**src/rtl/spi_regacc_pkg.sv**
```systemverilog
package spi_regacc_pkg;

    typedef enum logic [1:0] {
        PH_CMD  = 2'd0,
        PH_DATA = 2'd1,
        PH_TAIL = 2'd2
    } phase_e;

endpackage

```
**src/rtl/spi_regacc_sync.sv**
```systemverilog
module spi_regacc_sync #(
    parameter int            W   = 3,
    parameter logic [W-1:0]  RST = '0
) (
    input  logic         clk,
    input  logic         rst_n,
    input  logic [W-1:0] din,
    output logic [W-1:0] dout
);

    for (genvar i = 0; i < W; i++) begin : g_bit
        logic meta_q;
        logic stab_q;
        always_ff @(posedge clk or negedge rst_n) begin
            if (!rst_n) begin
                meta_q <= RST[i];
                stab_q <= RST[i];
            end else begin
                meta_q <= din[i];
                stab_q <= meta_q;
            end
        end
        assign dout[i] = stab_q;
    end

endmodule

```
**src/rtl/spi_regacc_edge.sv**
```systemverilog
module spi_regacc_edge (
    input  logic clk,
    input  logic rst_n,
    input  logic cs_n_s,
    input  logic sck_s,
    output logic sck_rise,
    output logic sck_fall,
    output logic cs_rise,
    output logic cs_fall
);

    typedef struct packed {
        logic cs_n;
        logic sck;
    } hist_t;

    hist_t hist_d, hist_q;

    always_comb begin
        hist_d      = hist_q;
        hist_d.cs_n = cs_n_s;
        hist_d.sck  = sck_s;
    end

    always_ff @(posedge clk or negedge rst_n) begin
        if (!rst_n) begin
            hist_q <= '{cs_n: 1'b1, sck: 1'b0};
        end else begin
            hist_q <= hist_d;
        end
    end

    assign sck_rise = !cs_n_s &&  sck_s && !hist_q.sck;
    assign sck_fall = !cs_n_s && !sck_s &&  hist_q.sck;
    assign cs_rise  =  cs_n_s && !hist_q.cs_n;
    assign cs_fall  = !cs_n_s &&  hist_q.cs_n;

endmodule

```
**src/rtl/spi_regacc_rx.sv**
```systemverilog
module spi_regacc_rx #(
    parameter int DW = 8
) (
    input  logic          clk,
    input  logic          rst_n,
    input  logic          restart,
    input  logic          bit_stb,
    input  logic          bit_in,
    output logic          byte_done,
    output logic [DW-1:0] byte_val
);

    localparam int CW = $clog2(DW);
    localparam logic [CW-1:0] LAST = CW'(DW - 1);

    typedef struct packed {
        logic [DW-2:0] sh;
        logic [CW-1:0] cnt;
    } rx_t;

    rx_t rx_d, rx_q;

    always_comb begin
        rx_d = rx_q;
        if (restart) begin
            rx_d.cnt = '0;
        end else if (bit_stb) begin
            rx_d.sh  = {rx_q.sh[DW-3:0], bit_in};
            rx_d.cnt = (rx_q.cnt == LAST) ? '0 : rx_q.cnt + 1'b1;
        end
    end

    always_ff @(posedge clk or negedge rst_n) begin
        if (!rst_n) begin
            rx_q <= '0;
        end else begin
            rx_q <= rx_d;
        end
    end

    assign byte_done = bit_stb && !restart && (rx_q.cnt == LAST);
    assign byte_val  = {rx_q.sh, bit_in};

endmodule

```
**src/rtl/spi_regacc_ctrl.sv**
```systemverilog
module spi_regacc_ctrl
    import spi_regacc_pkg::*;
#(
    parameter int                 DW      = 8,
    parameter int                 AW      = 5,
    parameter logic [(1<<AW)-1:0] WR_MASK = '1
) (
    input  logic          clk,
    input  logic          rst_n,
    input  logic          sck_rise,
    input  logic          sck_fall,
    input  logic          cs_rise,
    input  logic          cs_fall,
    input  logic          byte_done,
    input  logic [DW-1:0] byte_val,
    input  logic [DW-1:0] rd_data,
    output logic [AW-1:0] rd_addr,
    output logic          tx_bit,
    output logic          wr_en,
    output logic [AW-1:0] wr_addr,
    output logic [DW-1:0] wr_data
);

    localparam int WCW = $clog2(2 * DW + 2);
    localparam logic [WCW-1:0] WFULL = WCW'(2 * DW);
    localparam logic [WCW-1:0] WSAT  = WCW'(2 * DW + 1);
    localparam logic [WCW-1:0] WCMD  = WCW'(DW);

    typedef struct packed {
        phase_e         phase;
        logic [AW-1:0]  addr;
        logic [DW-1:0]  data;
        logic           wr_pend;
        logic [WCW-1:0] wbits;
        logic           load_pend;
        logic [DW-1:0]  tx;
        logic           wr_en;
    } ctrl_t;

    ctrl_t st_d, st_q;

    always_comb begin
        st_d       = st_q;
        st_d.wr_en = 1'b0;
        if (cs_fall) begin
            st_d.phase     = PH_CMD;
            st_d.wr_pend   = 1'b0;
            st_d.wbits     = '0;
            st_d.load_pend = 1'b0;
        end else begin
            if (sck_rise && st_q.wr_pend && st_q.wbits != WSAT) begin
                st_d.wbits = st_q.wbits + 1'b1;
            end
            if (byte_done) begin
                st_d.load_pend = 1'b1;
                unique case (st_q.phase)
                    PH_CMD: begin
                        st_d.addr = byte_val[AW-1:0];
                        if (byte_val[DW-1]) begin
                            st_d.phase   = PH_DATA;
                            st_d.wr_pend = 1'b1;
                            st_d.wbits   = WCMD;
                        end
                    end
                    PH_DATA: begin
                        st_d.data  = byte_val;
                        st_d.phase = PH_TAIL;
                    end
                    default: begin
                        st_d.phase = PH_TAIL;
                    end
                endcase
            end
            if (sck_fall) begin
                if (st_q.load_pend) begin
                    st_d.tx        = rd_data;
                    st_d.load_pend = 1'b0;
                end else begin
                    st_d.tx = {st_q.tx[DW-2:0], 1'b0};
                end
            end
            if (cs_rise) begin
                st_d.wr_en   = st_q.wr_pend && (st_q.wbits == WFULL) && WR_MASK[st_q.addr];
                st_d.wr_pend = 1'b0;
            end
        end
    end

    always_ff @(posedge clk or negedge rst_n) begin
        if (!rst_n) begin
            st_q <= '{phase: PH_CMD, addr: '0, data: '0, wr_pend: 1'b0,
                      wbits: '0, load_pend: 1'b0, tx: '0, wr_en: 1'b0};
        end else begin
            st_q <= st_d;
        end
    end

    assign rd_addr = st_q.addr;
    assign tx_bit  = st_q.tx[DW-1];
    assign wr_en   = st_q.wr_en;
    assign wr_addr = st_q.addr;
    assign wr_data = st_q.data;

endmodule

```
**src/rtl/spi_regacc.sv**
```systemverilog
module spi_regacc
    import spi_regacc_pkg::*;
#(
    parameter int                 DW      = 8,
    parameter int                 AW      = 5,
    parameter logic [(1<<AW)-1:0] WR_MASK = 32'hFFFF_FFF0
) (
    input  logic          clk,
    input  logic          rst_n,
    input  logic          spi_csn,
    input  logic          spi_sck,
    input  logic          spi_mosi,
    output logic          spi_miso,
    output logic          spi_miso_oe,
    output logic [AW-1:0] rd_addr,
    input  logic [DW-1:0] rd_data,
    output logic          wr_en,
    output logic [AW-1:0] wr_addr,
    output logic [DW-1:0] wr_data
);

    localparam int NSYNC = 3;

    logic [NSYNC-1:0] pins_s;
    logic             cs_n_s, sck_s, mosi_s;
    logic             sck_rise, sck_fall, cs_rise, cs_fall;
    logic             byte_done;
    logic [DW-1:0]    byte_val;

    spi_regacc_sync #(.W(NSYNC), .RST(3'b100)) u_sync (
        .clk  (clk),
        .rst_n(rst_n),
        .din  ({spi_csn, spi_sck, spi_mosi}),
        .dout (pins_s)
    );

    assign cs_n_s = pins_s[2];
    assign sck_s  = pins_s[1];
    assign mosi_s = pins_s[0];

    spi_regacc_edge u_edge (
        .clk     (clk),
        .rst_n   (rst_n),
        .cs_n_s  (cs_n_s),
        .sck_s   (sck_s),
        .sck_rise(sck_rise),
        .sck_fall(sck_fall),
        .cs_rise (cs_rise),
        .cs_fall (cs_fall)
    );

    spi_regacc_rx #(.DW(DW)) u_rx (
        .clk      (clk),
        .rst_n    (rst_n),
        .restart  (cs_fall),
        .bit_stb  (sck_rise),
        .bit_in   (mosi_s),
        .byte_done(byte_done),
        .byte_val (byte_val)
    );

    spi_regacc_ctrl #(.DW(DW), .AW(AW), .WR_MASK(WR_MASK)) u_ctrl (
        .clk      (clk),
        .rst_n    (rst_n),
        .sck_rise (sck_rise),
        .sck_fall (sck_fall),
        .cs_rise  (cs_rise),
        .cs_fall  (cs_fall),
        .byte_done(byte_done),
        .byte_val (byte_val),
        .rd_data  (rd_data),
        .rd_addr  (rd_addr),
        .tx_bit   (spi_miso),
        .wr_en    (wr_en),
        .wr_addr  (wr_addr),
        .wr_data  (wr_data)
    );

    assign spi_miso_oe = !cs_n_s;

endmodule

```
**config.mk**
```make
export PLATFORM = sky130hd
export DESIGN_NAME = spi_regacc
export DESIGN_NICKNAME = d
export VERILOG_FILES = /design/src/rtl/spi_regacc_pkg.sv /design/src/rtl/spi_regacc_sync.sv /design/src/rtl/spi_regacc_edge.sv /design/src/rtl/spi_regacc_rx.sv /design/src/rtl/spi_regacc_ctrl.sv /design/src/rtl/spi_regacc.sv
export SDC_FILE = /design/constraint.sdc
export NUM_CORES = 1
export LEC_CHECK = 0
export BUFFER_PORTS_ARGS = -buffer_cell sky130_fd_sc_hd__buf_2
export CAP_MARGIN = 0
export CORE_MARGIN = 4
export CORE_UTILIZATION = 56
export DETAILED_ROUTE_END_ITERATION = 16
export PLACE_DENSITY_LB_ADDON = 0.05
export SETUP_SLACK_MARGIN = 0.5
export SKIP_CTS_REPAIR_TIMING = 1
export SYNTH_ARGS = -nofsm -noshare
export SYNTH_HDL_FRONTEND = slang
export SYNTH_SLANG_ARGS = --single-unit
export TNS_END_PERCENT = 100
```
**constraint.sdc**
```tcl
create_clock -name clk -period 1.9 [get_ports clk]
set_input_delay 0.19 -clock clk [delete_from_list [all_inputs] [get_ports clk]]
set_output_delay 0.19 -clock clk [all_outputs]
set_load 0.01 [all_outputs]
```
==> flow_summary.ini, run 1 <==
[run_status]
status = completed

[worst_setup_path]
path_cells = buf_6 -> nand4bb_4 -> or4_4 -> a211oi_2
start_kind = register
critPathSlowestCell = or4_4
cp_max_fo = 8
worstPathRequired_ns = 2.12
max_stage_delay_ns = 0.51
critical_path_buf_inv_count = 1
cp.arrival_ns = 1.78
path_class = register to register
end_kind = register
cp_top_family = simple AND/OR/NAND/NOR gates

[detailed_routing]
vias = 1574
routedWlPerCell_um = 15.0
final_antenna_net_count = 0
drt_iter0_markers = 115
post_drt_via_cell_ratio = 5.34
drc = 0
drtPass1Iterations = 4
wl_um = 4440

[clock_tree]
clock_sinks = 49
cts-htree-levels = 2
clkTransAtPathRegs_ns = 0.08
cts_tree = done
ctsLongestPathBuffers = 2
cts-buffers-inserted = 5
insertion_delay_ns = 0.30
cts_root_buf = clkbuf_8

[synthesis]
syn_inst = 200
synthArstFlopShare_pct = 100
syn_area_per_cell_um2 = 11.6
synthFlopType = dfrtp_1
synth-seq-cells = 49
synth_nets = 218
synth_cell_types = 39
syn_area_um2 = 2320
yosysSeqAreaShare_pct = 53.1
synth-edff-count = 0
ys_warn_count = 0

[sta]
worst_clock_skew_ns = 0.00312
grt_setup_unrepaired = yes
maxSlewViolCount = 0
fin_crit_ns = 1.56
max_freq_mhz = 642
relSlewSlack_pct = 66.2
period_share_pct = 82.0
hold_viol = 0
setup_slack_ns = 0.342
worst_slew_pin_slew_ns = 0.506
fin_setup_tns_ns = 0
finalSetupViolCount = 0
hold_ws_ns = 0.141

[floorplanning]
start_util_pct = 57.9
die_area_um2 = 5230
io_pins = 34
die_h_um = 72.3
placementRows = 23
core_um2 = 4000
chipWidth_um = 72.3

[layout]
layout-drive-gt1-share_pct = 46.9
fin_area_um2 = 2840
fill_cells = 302
synthToLayoutAreaGrowth_pct = 22.5
final_util_pct = 71.0
fin_nets = 262
n_antenna_cell = 0

[power_and_ir_drop]
ir_worst_vdd_v = 0.000539
leakagePower_uw = 0.00139
power.density_nw_per_um2 = 702

[place]
place_ws_ns = 0.251
io_buffers = 33
dp_hpwl_um = 2860
place_congestion = 0.825
placed_cell_area_um2 = 2430

[global_route]
antenna_found_initial = 0
grt_pass1_wl_um = 7110
grt_use_met1_pct = 23.7
grt_pass1_vias = 1502
gr-max-usage-layer = met2
globalRouteMet2Util_pct = 26.8
grt_max_degree = 50
grt_usage_pct = 17.4
grt_use_met3_pct = 4.71
overflow = 0

[flow_run]
drv_cap = 0

[worst_hold_path]
hold_class = primary input to register
[power by group]
group / internal (uW) / switching [uW] / total, uW
Sequential: 1110 / 64.9 / 1180
Combinational: 124 / 103 / 227
Clock: 256 / 331 / 587
[worst reg2reg max path, delay by kind of cell, from the launching register on]
family	cells	cell delay, ns
and+or+nand+nor	2	0.75
DFF	1	0.41
AOI/OAI and AO/OA	1	0.19
buffers and inverters	1	0.13
[cells in the mapped netlist, drive strengths merged, types with 2 or more instances]
master / instances / area (um^2)
nand2: 28 / 105
and4bb: 3 / 37.5
nor3: 2 / 10.0
ha: 5 / 62.6
nor4b: 3 / 56.3
inv: 5 / 18.8
dfstp: 3 / 78.8
o21ai: 9 / 45.0
buf: 23 / 175
mux2: 13 / 146
a21oi: 9 / 45.0
nand3: 6 / 42.5
dfrtp: 46 / 1150
a211oi: 5 / 37.5
mux2i: 8 / 80.1
clkbuf: 3 / 11.3
nand2b: 2 / 12.5
nor2: 10 / 37.5
[placed cells by master (no fill, tap or decap), drive strengths merged, types with 5 or more instances in the layout]
cell type | netlist | final
a211oi | 5 | 5
a21oi | 9 | 9
buf | 23 | 59
clkbuf | 3 | 6
dfrtp | 46 | 46
ha | 5 | 5
inv | 5 | 5
mux2 | 13 | 13
mux2i | 8 | 8
nand2 | 28 | 28
nand3 | 6 | 6
nor2 | 10 | 10
o21ai | 9 | 9
[final cells by class]
type	instances	area, um^2	area share, %
flip-flops and latches	49	1230	43.5
multi-input cells	120	1010	35.5
repair buffers	63	434	15.3
clock buffers	6	72.6	2.56
well taps	50	62.6	2.20
inverters	5	18.8	0.661
clock inverters	2	10.0	0.353
[state kept, by name (all words and copies together) (netlist names)]
| signal | cells |
|---|---|
| u_ctrl.rd_addr | 5 |
| u_ctrl.st_q | 16 |
| u_ctrl.tx_bit | 1 |
| u_ctrl.wr_data | 8 |
| u_ctrl.wr_en | 1 |
| u_edge.hist_q | 2 |
| u_rx.byte_val | 7 |
| u_rx.rx_q | 3 |
| u_sync.g_bit.meta_q | 3 |
| u_sync.g_bit.stab_q | 3 |
[final timing paths]
kind                                        start                endpoint  slack, ns  cells past startpoint
min in group asynchronous                   rst_n         u_ctrl.st_q[10]       0.39                      3
hold / removal                         rd_data[0]          u_ctrl.st_q[1]       0.14                      3
setup / recovery           u_sync.g_bit[2].stab_q         u_ctrl.st_q[12]       0.34                      4
max in group asynchronous                   rst_n  u_sync.g_bit[2].meta_q       1.23                      3
hold reg to reg            u_sync.g_bit[0].meta_q  u_sync.g_bit[0].stab_q       0.35                      0
setup reg to reg           u_sync.g_bit[2].stab_q         u_ctrl.st_q[12]       0.34                      4
[layer usage]
metal | up-vias | part of all wire (%)
li1 | 763 | -
met1 | 768 | 45
met2 | 34 | 49
met3 | 9 | 4.7
met4 | 0 | 1.4
met5 | - | 0
[through the flow]
step           power (uW)  std cells
2_1_floorplan        1280        200
3_3_place_gp         1350        262
3_5_place_dp         1360        262
4_1_cts              1950        270
5_1_grt              2110        295
6_report             1990        295
[cells by family after synthesis]
| family | synth area share, % |
|---|---|
| and+or+nand+nor | 18.0 |
| adders and majority gates | 2.70 |
| DFF | 53.1 |
| muxes | 9.77 |
| AOI/OAI and AO/OA | 7.56 |
| buffers and inverters | 8.86 |
(Power assumes the default switching activity.)
==> run 2, diff against run 1 <==
CORE_UTILIZATION = 51   (was 56)
clock period = 1.4 ns   (was 1.9 ns; I/O delays follow)
==> flow_summary.ini, run 2 (synthesis gave the netlist of run 1 again) <==
[worst_setup_path]
path_class = register to register
start_kind = register
cp.arrival_ns = 1.76
cp_max_fo = 7
end_kind = register
worstPathRequired_ns = 1.61

[sta]
maxSlewViolCount = 0
grt_setup_unrepaired = yes
period_share_pct = 110
hold_viol = 17
max_freq_mhz = 647
fin_setup_tns_ns = -1.87
setup_slack_ns = -0.147
worst_clock_skew_ns = 0.00947
finalSetupViolCount = 33
fin_crit_ns = 1.55
hold_ws_ns = -0.216
worst_slew_pin_slew_ns = 0.468
relSlewSlack_pct = 68.8

[detailed_routing]
final_antenna_net_count = 0
post_drt_via_cell_ratio = 5.31
vias = 1588
drtPass1Iterations = 4
drt_iter0_markers = 39
routedWlPerCell_um = 14.8
wl_um = 4430
drc = 0

[layout]
fin_nets = 264
layout_commonest_cell = dfrtp_1
layout_common_cells = dfrtp_1, buf_2, nand2_1
layout.cells.non_filler = 299
n_antenna_cell = 0
largest_reg_flops = 16
top_register = u_ctrl.st_q
layout-drive-gt1-share_pct = 50.6
fin_area_um2 = 2960
synthToLayoutAreaGrowth_pct = 27.8

[place]
place_ws_ns = -0.207
placed_cell_area_um2 = 2620
io_buffers = 33
place_congestion = 0.741
dp_hpwl_um = 3210
dp.cells = 282

[global_route]
overflow = 0
grt_max_degree = 21
grt_usage_pct = 16.4
grt_pass1_vias = 1546
grt_pass1_wl_um = 7110
antenna_found_initial = 0

[clock_tree]
clock_sinks = 49
cts-buffers-inserted = 5
clkTransAtPathRegs_ns = 0.09
insertion_delay_ns = 0.29
cts_tree = done
cts-htree-levels = 2
cts_root_buf = clkbuf_8
ctsLongestPathBuffers = 2

[power_and_ir_drop]
p_int_uw = 2250
switching_share_pct = 23.0
p_clk_share_pct = 34.9
power_frac_seq_pct = 54.4
power.density_nw_per_um2 = 988
ir_worst_vdd_v = 0.000720
combPwrFrac_pct = 10.7
switchingPower_uw = 672
leakagePower_uw = 0.00145

[worst_hold_path]
hold_class = primary input to asynchronous set/reset pin

[floorplanning]
placementRows = 24
core_um2 = 4380
io_pins = 34
chipWidth_um = 75.4
die_h_um = 75.4
die_area_um2 = 5690
start_util_pct = 52.9

[run_status]
violations = hold timing, setup timing
status = finished with violations

[flow_run]
drv_cap = 0
-- run 2: changes by cell type in the layout (fill, tap and decap cells not counted), sizes merged --
cell,change
buf,+3
clkinv,-2
bufinv,+1
clkbuf,+1
dlygate4sd3,-1
-- run 2: per-stage QoR --
| step | total power [uW] | utilization, % |
|---|---|---|
| 6_report | 2920 | 67.5 |
| 3_3_place_gp | 1880 | 59.8 |
| 3_5_place_dp | 1910 | 59.8 |
| 4_1_cts | 2930 | 62.4 |
| 2_1_floorplan | 1770 | - |
| 5_1_grt | 3060 | 67.5 |
-- run 2: power groups by stage --
| stage | clock [uW] | combinational (uW) | sequential (uW) |
|---|---|---|---|
| after global routing | 1110 | 347 | 1610 |
| after floorplan | 0 | 171 | 1600 |
| after detailed placement | 0 | 287 | 1620 |
| after CTS | 1050 | 288 | 1590 |
| final | 1020 | 313 | 1590 |
| after global placement | 0 | 272 | 1610 |
-- run 2: cell type report --
class	instances	area (um^2)
clock buffer	7	86.3
clock inverter	1	30.0
fill	347	1420
inverter	5	21.3
multi-input combinational	120	1060
sequential	49	1230
tap	52	65.1
timing repair buffer	65	465
-- run 2: worst max-delay path, cell delays in order (launching register included) --
cell       delay [ns]
dfstp_2          0.41
buf_12           0.14
nand4bb_4        0.22
or4_4            0.50
a211oi_2         0.19
-- run 2: routing by layer --
| layer | vias up | wire, um | global-route usage [%] |
|---|---|---|---|
| met5 | - | 0 | 0 |
| met4 | 0 | 57 | 4.85 |
| met3 | 9 | 229 | 4.35 |
| met2 | 43 | 2220 | 28.3 |
| met1 | 768 | 1930 | 20.3 |
| li1 | 768 | - | - |
-- run 2: final timing paths --
kind / start / end / slack, ns / cells past startpoint
min in group clk: rd_data[0] / u_ctrl.st_q[1] / 0.08 / 3
worst max register to register: u_sync.g_bit[2].stab_q / u_ctrl.st_q[12] / -0.15 / 4
worst min-delay path: rst_n / u_ctrl.wr_data[1] / -0.22 / 1
max in group asynchronous: rst_n / u_edge.hist_q[0] / 1.03 / 2
worst max-delay path: u_sync.g_bit[2].stab_q / u_ctrl.st_q[12] / -0.15 / 4
worst min register to register: u_sync.g_bit[2].meta_q / u_sync.g_bit[2].stab_q / 0.36 / 0
==> run 3, diff against run 2 <==
SYNTH_HIERARCHICAL = 1   (was default)
==> flow_summary.ini, run 3 <==
[synthesis]
synthFlopType = dfrtp_1
yosys-top-cells-count = dfrtp_1, buf_4, nand2_1
yosys-top-cells-area = dfrtp_1, buf_4, mux2_2, mux2_4, mux2i_1
ys_warn_count = 6
synth-seq-cells = 49
synth_top_area_share_pct = 49.6
syn_area_um2 = 2320
synth_nets = 208
synth_top_cell_by_area = dfrtp_1
synth_cell_types = 34
synth.most_common_cell = dfrtp_1
syn_area_per_cell_um2 = 12.2
synth-edff-count = 0
syn_inst = 190
yosysSeqAreaShare_pct = 53.0
synthArstFlopShare_pct = 100

[sta]
grt_setup_unrepaired = yes
worst_slew_pin_slew_ns = 0.486
hold_viol = 0
fin_crit_ns = 1.84
setup_slack_ns = -0.437
worst_clock_skew_ns = 0.00758
finalSetupViolCount = 37
max_freq_mhz = 544
fin_setup_tns_ns = -8.42
period_share_pct = 131
maxSlewViolCount = 0
relSlewSlack_pct = 67.6

[power_and_ir_drop]
ir_worst_vdd_v = 0.000860
power.density_nw_per_um2 = 1150
leakagePower_uw = 0.00134

[detailed_routing]
drc = 0
final_antenna_net_count = 0
routedWlPerCell_um = 14.0
drt_iter0_markers = 23
post_drt_via_cell_ratio = 5.10
wl_um = 3890
drtPass1Iterations = 5
vias = 1418

[worst_setup_path]
ff2ff_setup_slack_ns = -0.44
cp_max_fo = 8
timing.rr.start = u_sync/g_bit[2].stab_q
start_kind = register
end_kind = register
r2r_cells = 7
reg2reg_to = u_ctrl/wr_data[6]
path_class = register to register
cp.arrival_ns = 2.03
endpoint = u_ctrl/wr_data[6]
critPathLaunch = u_sync/g_bit[2].stab_q
worstPathRequired_ns = 1.59

[global_route]
overflow = 0
grt_usage_pct = 14.8
grt_pass1_vias = 1342
grt_max_degree = 50
grt_pass1_wl_um = 6310
antenna_found_initial = 0

[floorplanning]
io_pins = 34
die_h_um = 75.5
die_area_um2 = 5690
placementRows = 24
core_um2 = 4380
start_util_pct = 52.9
chipWidth_um = 75.5

[clock_tree]
cts-htree-levels = 2
cts-buffers-inserted = 5
clock_sinks = 49
clkTransAtPathRegs_ns = 0.09
cts_tree = done
insertion_delay_ns = 0.30
cts_root_buf = clkbuf_8
ctsLongestPathBuffers = 2

[layout]
n_antenna_cell = 0
synthToLayoutAreaGrowth_pct = 21.7
layout-drive-gt1-share_pct = 47.8
fin_area_um2 = 2830
top_register = u_ctrl/st_q
largest_reg_flops = 16
layout_common_cells = dfrtp_1, buf_2, buf_4
layout_commonest_cell = dfrtp_1
fin_nets = 243

[place]
io_buffers = 33
place_congestion = 0.711
dp_hpwl_um = 2720
placed_cell_area_um2 = 2470

[flow_run]
drv_cap = 0

[worst_hold_path]
hold_class = primary input to register

[run_status]
status = finished with violations
violations = setup timing
[run 3: changes by cell type in the layout (fill, tap and decap cells not counted), moves of 3 or more]
cell	before	now
nand2_1	28	14
and4bb_2	3	0
nand3_2	3	0
buf_6	4	8
mux2_2	13	7
a211oi_2	5	1
buf_4	24	15
mux2_4	0	13
o21ai_1	4	1
o21ai_0	4	10
nand3_1	2	5
[run 3: worst min-delay path by stage]
| stage | to | cells after the start | slack, ns | start |
|---|---|---|---|---|
| floorplan | u_ctrl/rd_addr[0] | 0 | -0.16 | rst_n |
| global placement | u_ctrl/st_q[12] | 2 | 0.14 | rst_n |
| detailed placement | u_ctrl/st_q[10] | 2 | 0.15 | rst_n |
| CTS | u_ctrl/rd_addr[4] | 2 | -0.19 | rst_n |
| global route | u_ctrl/st_q[1] | 3 | 0.09 | rd_data[0] |
| finish | u_ctrl/st_q[1] | 3 | 0.10 | rd_data[0] |
[run 3: critical path: stages, from the launching register on]
cell     delay [ns]
dfstp_2        0.59
nor2b_2        0.08
nor2b_4        0.11
and2_4         0.18
inv_4          0.04
nor4b_4        0.21
buf_6          0.18
mux2_2         0.34
[run 3: cell type report]
type                       count  area (um^2)
clock buffer                   5         68.8
clock inverter                 3         68.8
fill                         346         1560
inverter                       4         17.5
multi-input combinational    104          917
sequential                    49         1230
tap                           52         65.1
timing repair buffer          61          458
[run 3: per-layer routing]
metal  global-route usage, %  wire [um]  vias to the layer above
met5                       0          0                        -
met4                    4.08         55                        0
met3                    4.22        191                        7
met2                    22.9       1830                       28
met1                    20.5       1810                      689
li1                        -          -                      694
[run 3: kinds of logic (layout without fill, tap and decap cells)]
logic type                 Yosys count  after routing  share of synthesized area [%]
AOI/OAI and AO/OA                   20             20                           4.74
adders and majority gates            5              5                           2.70
buffers and inverters               37             73                           11.5
DFF                                 49             49                           53.0
muxes                               29             29                           14.7
and+or+nand+nor                     50             50                           13.4
[run 3: power by group]
part / internal, uW / switching, uW / total [uW]
sequential: 1560 / 114 / 1680
clock: 719 / 482 / 1200
combinational: 233 / 142 / 375
total: 2520 / 738 / 3250
[run 3: per-stage QoR]
step	cells	total power, uW	hold slack [ns]	util [%]	worst slack (ns)
after global placement	257	2030	0.144	56.4	-0.421
after CTS	265	3270	-0.189	59.5	-0.500
after floorplan	190	2000	-0.156	-	-0.823
after detailed placement	257	2050	0.147	56.4	-0.479
after global routing	278	3420	0.0887	64.4	-0.547
final	278	3250	0.104	64.4	-0.437
